**config.mk**
```make
export PLATFORM = sky130hd
export DESIGN_NAME = rtc_regfile
export DESIGN_NICKNAME = d
export VERILOG_FILES = /design/src/rtl/rtc_regfile.sv
export SDC_FILE = /design/constraint.sdc
export NUM_CORES = 1
export LEC_CHECK = 0
export BUFFER_PORTS_ARGS = -buffer_cell sky130_fd_sc_hd__buf_4
export CORE_AREA = 2 2 123 125
export DETAILED_ROUTE_END_ITERATION = 8
export DIE_AREA = 0 0 125 127
export GPL_ROUTABILITY_DRIVEN = 0
export PLACE_DENSITY = 0.83
export SYNTH_ARGS = -nofsm -noshare
export SYNTH_HDL_FRONTEND = slang
export SYNTH_SLANG_ARGS = --single-unit
```
**constraint.sdc**
```tcl
create_clock -name clk -period 2.9 [get_ports clk]
set_input_delay 0.58 -clock clk [delete_from_list [all_inputs] [get_ports clk]]
set_output_delay 0.58 -clock clk [all_outputs]
set_load 0.005 [all_outputs]
```
**src/rtl/rtc_regfile.sv**
```systemverilog
module rtc_regfile #(
  parameter int ADDR_W = 8,
  parameter int CAL_W  = 21,
  parameter int TICK_W = 16
) (
  input  logic              clk,
  input  logic              rst_n,
  input  logic              sec_pulse,
  input  logic [TICK_W-1:0] tick_val,
  input  logic              wr_en,
  input  logic [ADDR_W-1:0] addr,
  input  logic [31:0]       wdata,
  output logic [31:0]       rdata,
  output logic [CAL_W-1:0]  calib_out,
  output logic              osc_en,
  output logic              batt_en,
  output logic              irq_sec,
  output logic              irq_alarm
);
  localparam logic [ADDR_W-1:0] A_SETW = ADDR_W'(8'h00);
  localparam logic [ADDR_W-1:0] A_SETR = ADDR_W'(8'h04);
  localparam logic [ADDR_W-1:0] A_CALW = ADDR_W'(8'h08);
  localparam logic [ADDR_W-1:0] A_CALR = ADDR_W'(8'h0C);
  localparam logic [ADDR_W-1:0] A_CUR  = ADDR_W'(8'h10);
  localparam logic [ADDR_W-1:0] A_TICK = ADDR_W'(8'h14);
  localparam logic [ADDR_W-1:0] A_ALRM = ADDR_W'(8'h18);
  localparam logic [ADDR_W-1:0] A_STS  = ADDR_W'(8'h20);
  localparam logic [ADDR_W-1:0] A_MASK = ADDR_W'(8'h24);
  localparam logic [ADDR_W-1:0] A_EN   = ADDR_W'(8'h28);
  localparam logic [ADDR_W-1:0] A_DIS  = ADDR_W'(8'h2C);
  localparam logic [ADDR_W-1:0] A_CTRL = ADDR_W'(8'h40);

  logic [31:0]      cur_time, set_time, alarm_val;
  logic             pend;
  logic [CAL_W-1:0] calib;
  logic [1:0]       sts, ien;
  logic             ctl_batt, ctl_osc;

  wire        wr_set  = wr_en && addr == A_SETW;
  wire [31:0] next_tm = pend ? set_time : cur_time + 32'd1;
  wire        hit     = sec_pulse && next_tm == alarm_val;
  wire [1:0]  clr     = (wr_en && addr == A_STS) ? wdata[1:0] : 2'b00;

  always_ff @(posedge clk or negedge rst_n) begin
    if (!rst_n) begin
      cur_time  <= '0;
      set_time  <= '0;
      pend      <= 1'b0;
      alarm_val <= '0;
      calib     <= '0;
      sts       <= '0;
      ien       <= '0;
      ctl_batt  <= 1'b0;
      ctl_osc   <= 1'b0;
    end else begin
      if (sec_pulse) cur_time <= next_tm;
      if (wr_set) begin
        set_time <= wdata;
        pend     <= 1'b1;
      end else if (sec_pulse) begin
        pend <= 1'b0;
      end
      sts <= (sts & ~clr) | {hit, sec_pulse};
      if (wr_en) begin
        case (addr)
          A_ALRM: alarm_val <= wdata;
          A_CALW: calib     <= wdata[CAL_W-1:0];
          A_EN:   ien       <= ien | wdata[1:0];
          A_DIS:  ien       <= ien & ~wdata[1:0];
          A_CTRL: begin
            ctl_batt <= wdata[31];
            ctl_osc  <= wdata[24];
          end
          default: ;
        endcase
      end
    end
  end

  always_comb begin
    case (addr)
      A_SETR:  rdata = set_time;
      A_CALR:  rdata = {{(32-CAL_W){1'b0}}, calib};
      A_CUR:   rdata = cur_time;
      A_TICK:  rdata = {{(32-TICK_W){1'b0}}, tick_val};
      A_ALRM:  rdata = alarm_val;
      A_STS:   rdata = {30'd0, sts};
      A_MASK:  rdata = {30'd0, ien};
      A_CTRL:  rdata = {ctl_batt, 6'd0, ctl_osc, 24'd0};
      default: rdata = '0;
    endcase
  end

  assign calib_out = calib;
  assign osc_en    = ctl_osc;
  assign batt_en   = ctl_batt;
  assign irq_sec   = sts[0] & ien[0];
  assign irq_alarm = sts[1] & ien[1];

  AST_TIME_HOLD: assert property (@(posedge clk) disable iff (!rst_n) !sec_pulse |=> $stable(cur_time));
  AST_TIME_LOAD: assert property (@(posedge clk) disable iff (!rst_n) sec_pulse && pend |=> cur_time == $past(set_time));
  AST_TIME_INC: assert property (@(posedge clk) disable iff (!rst_n) sec_pulse && !pend |=> cur_time == $past(cur_time) + 32'd1);
  AST_SEC_WINS: assert property (@(posedge clk) disable iff (!rst_n) sec_pulse |=> sts[0]);
  AST_ALARM_MATCH: assert property (@(posedge clk) disable iff (!rst_n) $rose(sts[1]) && !$past(wr_en) |-> cur_time == alarm_val);
  AST_EN_STABLE: assert property (@(posedge clk) disable iff (!rst_n) !wr_en |=> $stable(ien));
  AST_IRQ_GATED: assert property (@(posedge clk) disable iff (!rst_n) !ien[1] |-> !irq_alarm);
endmodule

```
==> Word-level counts from Yosys, hierarchy flattened <==
Cells that the tools add are included.
{ "word_totals": {"regBits": 124, "latchBits": 0, "mem_bits_rw": 0, "rom_bits": 0, "in_bits": 60, "out_inout_bits": 57, "word_cells": 46, "mem_count": 0} }
{ "op_classes": {"addsub": 1, "multipliers": 0, "n_div": 0, "magnitude_cmp": 0, "eq_ne": 12, "shifts": 0, "n_mux": 6, "bitwise": 8, "reduce_logical": 10} }
{ "op_table": {"columns": ["cell", "n"], "rows": [
  ["$pmux W32 S8", 1],
  ["$add A32 B1 Y32 const B", 1],
  ["$eq A32 B32 Y1", 1],
  ["$eq A8 B6 Y1 const B", 4],
  ["$mux W32", 1],
  ["$eq A8 B5 Y1 const B", 3],
  ["$eq A8 B4 Y1 const B", 2],
  ["$eq A8 B3 Y1 const B", 1],
  ["$eq A8 B7 Y1 const B", 1],
  ["$logic_not A8 Y1", 1],
  ["$reduce_and A2 Y1", 4],
  ["$and A2 B2 Y2", 2],
  ["$not A2 Y2", 2],
  ["$or A2 B2 Y2", 2],
  ["$pmux W2 S2", 1],
  ["$reduce_bool A2 Y1", 2],
  ["$logic_and A1 B1 Y1", 3],
  ["$and A1 B1 Y1", 2],
  ["$mux W1", 2],
  ["$mux W2", 1]
]} }

==> Depth between registers and ports, before layout <==
{ "depth": {"depth_word": 6, "ltp_mapped": 10, "ltp_nobuf": 8} }

==> Worst setup path before layout <==
Ideal clock, no wire load.
{ "synth_timing": {"path_kind": "input port to output port", "start": "input addr[5]", "end": "output rdata[0]", "arrival_time_ns": 2.126, "required_ns": 2.320, "path_slack_ns": 0.194, "stages": 7, "n_path_buf": 3, "cell_sequence": "nor4_1 and3_1 clkbuf_1 clkbuf_1 buf_1 a22oi_1 nand3_1"} }
{ "synth_via": {"elab_chain_cells": 2, "word_cells_on_any_way": 9, "classes_between": "eq/ne (8); mux (1)"} }
{ "synth_rtl": {"columns": ["item", "line", "text"], "rows": [
  ["start, declared", "11", "input logic [ADDR_W-1:0] addr,"],
  ["$eq A8 B7 Y1 (tied with other cells)", "81", "case (addr)"],
  ["$pmux W32 S8 (*)", "81", null],
  ["end, declared", "13", "output logic [31:0] rdata,"]
]} }
Every way passes the cells marked *; elsewhere a longest branch is shown, timed or not.

==> Worst setup path after layout <==
{ "layout_timing": {"start": "register cur_time[2]", "end": "register sts[1]"} }
{ "layout_via": {"elab_chain_cells": 5} }
{ "layout_rtl": {"columns": ["item", "line", "text"], "rows": [
  ["start, declared", "33", "logic [31:0] cur_time, set_time, alarm_val;"],
  ["start signal, assigned", "56", "if (sec_pulse) cur_time <= next_tm;"],
  ["$add A32 B1 Y32", "40", "wire [31:0] next_tm = pend ? set_time : cur_time + 32'd1;"],
  ["$mux W32", "40", null],
  ["$eq A32 B32 Y1", "41", "wire hit = sec_pulse && next_tm == alarm_val;"],
  ["$logic_and A1 B1 Y1", "41", null],
  ["$or A2 B2 Y2", "63", "sts <= (sts & ~clr) | {hit, sec_pulse};"],
  ["end signal, assigned", "63", null],
  ["end, declared", "36", "logic [1:0] sts, ien;"]
]} }
Every way passes these cells.
A chain may end at the register's enable or synchronous reset.

==> results_dict.tcl <==
set metrics [dict create \
    status "completed" \
    drt_iter0_drc 1084 \
    vias_per_cell 6.58 \
    ant_nets 0 \
    clk_path_buf_depth 2 \
    clk_pin_slew_worst_paths_ns 0.06 \
    grt_pass1_wl_um 38600 \
    dieArea_um2 15900 \
    fin_crit_ns 2.69 \
    row_count 44 \
    synth_seq_cells 124 \
    antenna_found_initial 0 \
    hp-class "in2async" \
    synth_nets 887 \
    hold_violations 0 \
    dieHeight_um 127 \
    cts_setup_buffers 0 \
    required_ns 3.24 \
    arrival_ns 3.03 \
    fin_crit_sh_pct 92.8 \
    rsz0062_at_grt "false" \
    worstSetupPathType "reg2reg" \
    vdd.ir_drop.worst_mv 0.501 \
    synth_top_area_cell "dfrtp_1" \
    grt_use_total_pct 30.6 \
    vias 7501 \
    setup_tns_ns 0 \
    pre_cts_ws_ns 0.0274 \
    nets 1004 \
    grt_max_degree 46 \
    cts_root_buffer "clkbuf_16" \
    finClkSkew_ns 0.00850 \
    htree_levels 4 \
    cts_tree "yes" \
    syn-mean-instance-area_um2 9.45 \
    drc 0 \
    leakagePower_nw 4.59 \
    die_x_um 125 \
    maxSlewViolCount 0 \
    crit_fanout 9 \
    overflow 0 \
    wl_per_cell_um 21.3 \
    start_util_pct 54.1 \
    power_per_cell_area_nw_per_um2 547 \
    synthFlopType "dfrtp_1" \
    cts-resized-gates 0 \
    end_kind "register" \
    num_io_pins 117 \
    ys_seq_area_share_pct 39.7 \
    synth_area_leaders "dfrtp_1 40%, mux2_2 13%, nand2_1 3.6%" \
    clock-sinks 124 \
    layout_setup_ws_ns 0.208 \
    setup_violations 0 \
    worstSkewPairLatency_ns 0.43 \
    fmax_mhz 371 \
    cts_inserted_buffers 17 \
    ctsHoldBuffers 0 \
    synth_edf_count 0 \
    ys_types 73 \
    synthesis.instances 826 \
    hpwl_um 16700 \
    max_slew_margin_pct 57.5 \
    max_slew.worst_pin.slew_ns 0.638 \
    diodes 0 \
    wirelength_um 24300 \
    synth_top_area_share_pct 39.7 \
    netlist_area_um2 7810 \
    core_um2 14400 \
    start_kind "register" \
    port_buffers 116 \
    drive_above_1_share_pct 32.5 \
    grt_pass1_vias 7292 \
    first_pass_iters 9 \
    cap_violations 0 \
    async_flop_share_pct 100 \
    synthToLayoutAreaGrowth_pct 24.8 \
    yosysWarningCount 0 \
]
==> Yosys cell counts, types with 2 or more instances <==
master,number
a21o_1,4
a21boi_0,2
nor2b_1,7
a31oi_1,7
nand3_1,23
a221o_1,7
o31a_1,3
xor2_1,23
a221oi_1,3
a2111oi_0,3
o22a_1,2
mux2i_1,4
nor4b_1,2
buf_1,12
and4_1,5
and2_1,6
or3_1,5
a21oi_1,36
a22oi_1,26
o211ai_1,6
nor3b_1,2
a311oi_1,2
clkbuf_1,49
or4_1,5
o21ai_0,51
nor4_1,18
nor2_1,41
nor3_1,18
xnor2_1,24
a222oi_1,24
nor4_2,2
and3_1,10
o31ai_1,5
mux2_2,91
dfrtp_1,124
nand2_1,74
buf_2,12
nand4_1,15
nand2b_1,6
a22o_1,14
inv_1,19
o41ai_1,3
==> worst paths after layout <==
path | slack, ns | start | depth (start not counted) | end
max reg2reg | 0.21 | cur_time[2]$_DFFE_PN0P_ | 7 | sts[1]$_DFF_PN0_
min reg2reg | 0.54 | set_time[26]$_DFFE_PN0P_ | 1 | set_time[26]$_DFFE_PN0P_
max in group asynchronous | 1.86 | rst_n | 3 | calib_out[14]$_DFFE_PN0P_
min in group clk | 0.39 | wdata[28] | 2 | set_time[28]$_DFFE_PN0P_
max | 0.21 | cur_time[2]$_DFFE_PN0P_ | 7 | sts[1]$_DFF_PN0_
min | 0.16 | rst_n | 1 | calib_out[20]$_DFFE_PN0P_
==> layout by cell type, fill, tap and decap left out, types with 24 or more instances in the layout <==
master	instances
a21oi_1	36
a222oi_1	24
a22oi_1	26
buf_4	167
dfrtp_1	122
mux2_2	91
nand2_1	74
nor2_1	40
o21ai_0	51
xnor2_1	24
==> metrics by stage <==
step / instance area (µm²) / total power [mW] / util, % / instances / hold slack, ns
2_1_floorplan: 7810 / 2.66 / - / 826 / 0.284
3_3_place_gp: 9110 / 3.04 / 63.2 / 1108 / 0.492
3_5_place_dp: 9110 / 3.07 / 63.2 / 1108 / 0.506
4_1_cts: 9730 / 5.30 / 67.5 / 1140 / 0.179
5_1_grt: 9740 / 5.53 / 67.5 / 1140 / 0.192
6_report: 9740 / 5.33 / 67.5 / 1140 / 0.161
==> final cells by class <==
cell class              instances  area [µm²]
fillers                      1127        4680
multi-input cells             607        4340
flip-flops and latches        124        3110
repair buffers                173        1370
clock buffers                  19         453
well taps                     184         230
clock inverters                13         164
inverters                      20        75.1
==> cell families (layout without fill, tap and decap cells) <==
group | after synthesis | in the layout | share of synthesized area (%)
XOR/XNOR | 47 | 47 | 5.27
multiplexers | 95 | 95 | 13.6
buffers and inverters | 95 | 225 | 4.82
AND/OR/NAND/NOR | 248 | 248 | 16.5
flip-flops | 124 | 124 | 39.7
adder cells (fa/ha/maj) | 1 | 1 | 0.160
AO/OA/AOI/OAI | 216 | 216 | 19.9
==> sequential cells by signal (all words and copies together), names as in the netlist, named ones only <==
| signal | cells |
|---|---|
| pend | 1 |
| sts | 2 |
| cur_time | 32 |
| alarm_val | 32 |
| batt_en | 1 |
| set_time | 32 |
| calib_out | 21 |
| osc_en | 1 |
==> worst max-delay path, cell delays in order (launching register included) <==
cell     delay [ns]
dfrtp_1        0.54
nand4_2        0.24
or4_1          0.63
or4_1          0.42
a31oi_1        0.24
xnor2_1        0.15
nand3_1        0.13
o31ai_1        0.25
==> metal layers <==
metal  up-vias  routed length, µm  GRT usage, %
met2       465              11700          48.7
met5         -                  0             0
met3        83               2330          7.83
li1       3346                  -             -
met4         0                723          11.6
met1      3607               9570          40.6
==> power by group <==
group | switching (mW) | leakage (nW) | total, mW | internal [mW]
Sequential | 0.192 | 1.67 | 2.06 | 1.87
Clock | 0.835 | 0.300 | 2.24 | 1.40
Combinational | 0.555 | 2.62 | 1.03 | 0.476
No activity file was read; power rests on OpenSTA's default activity.
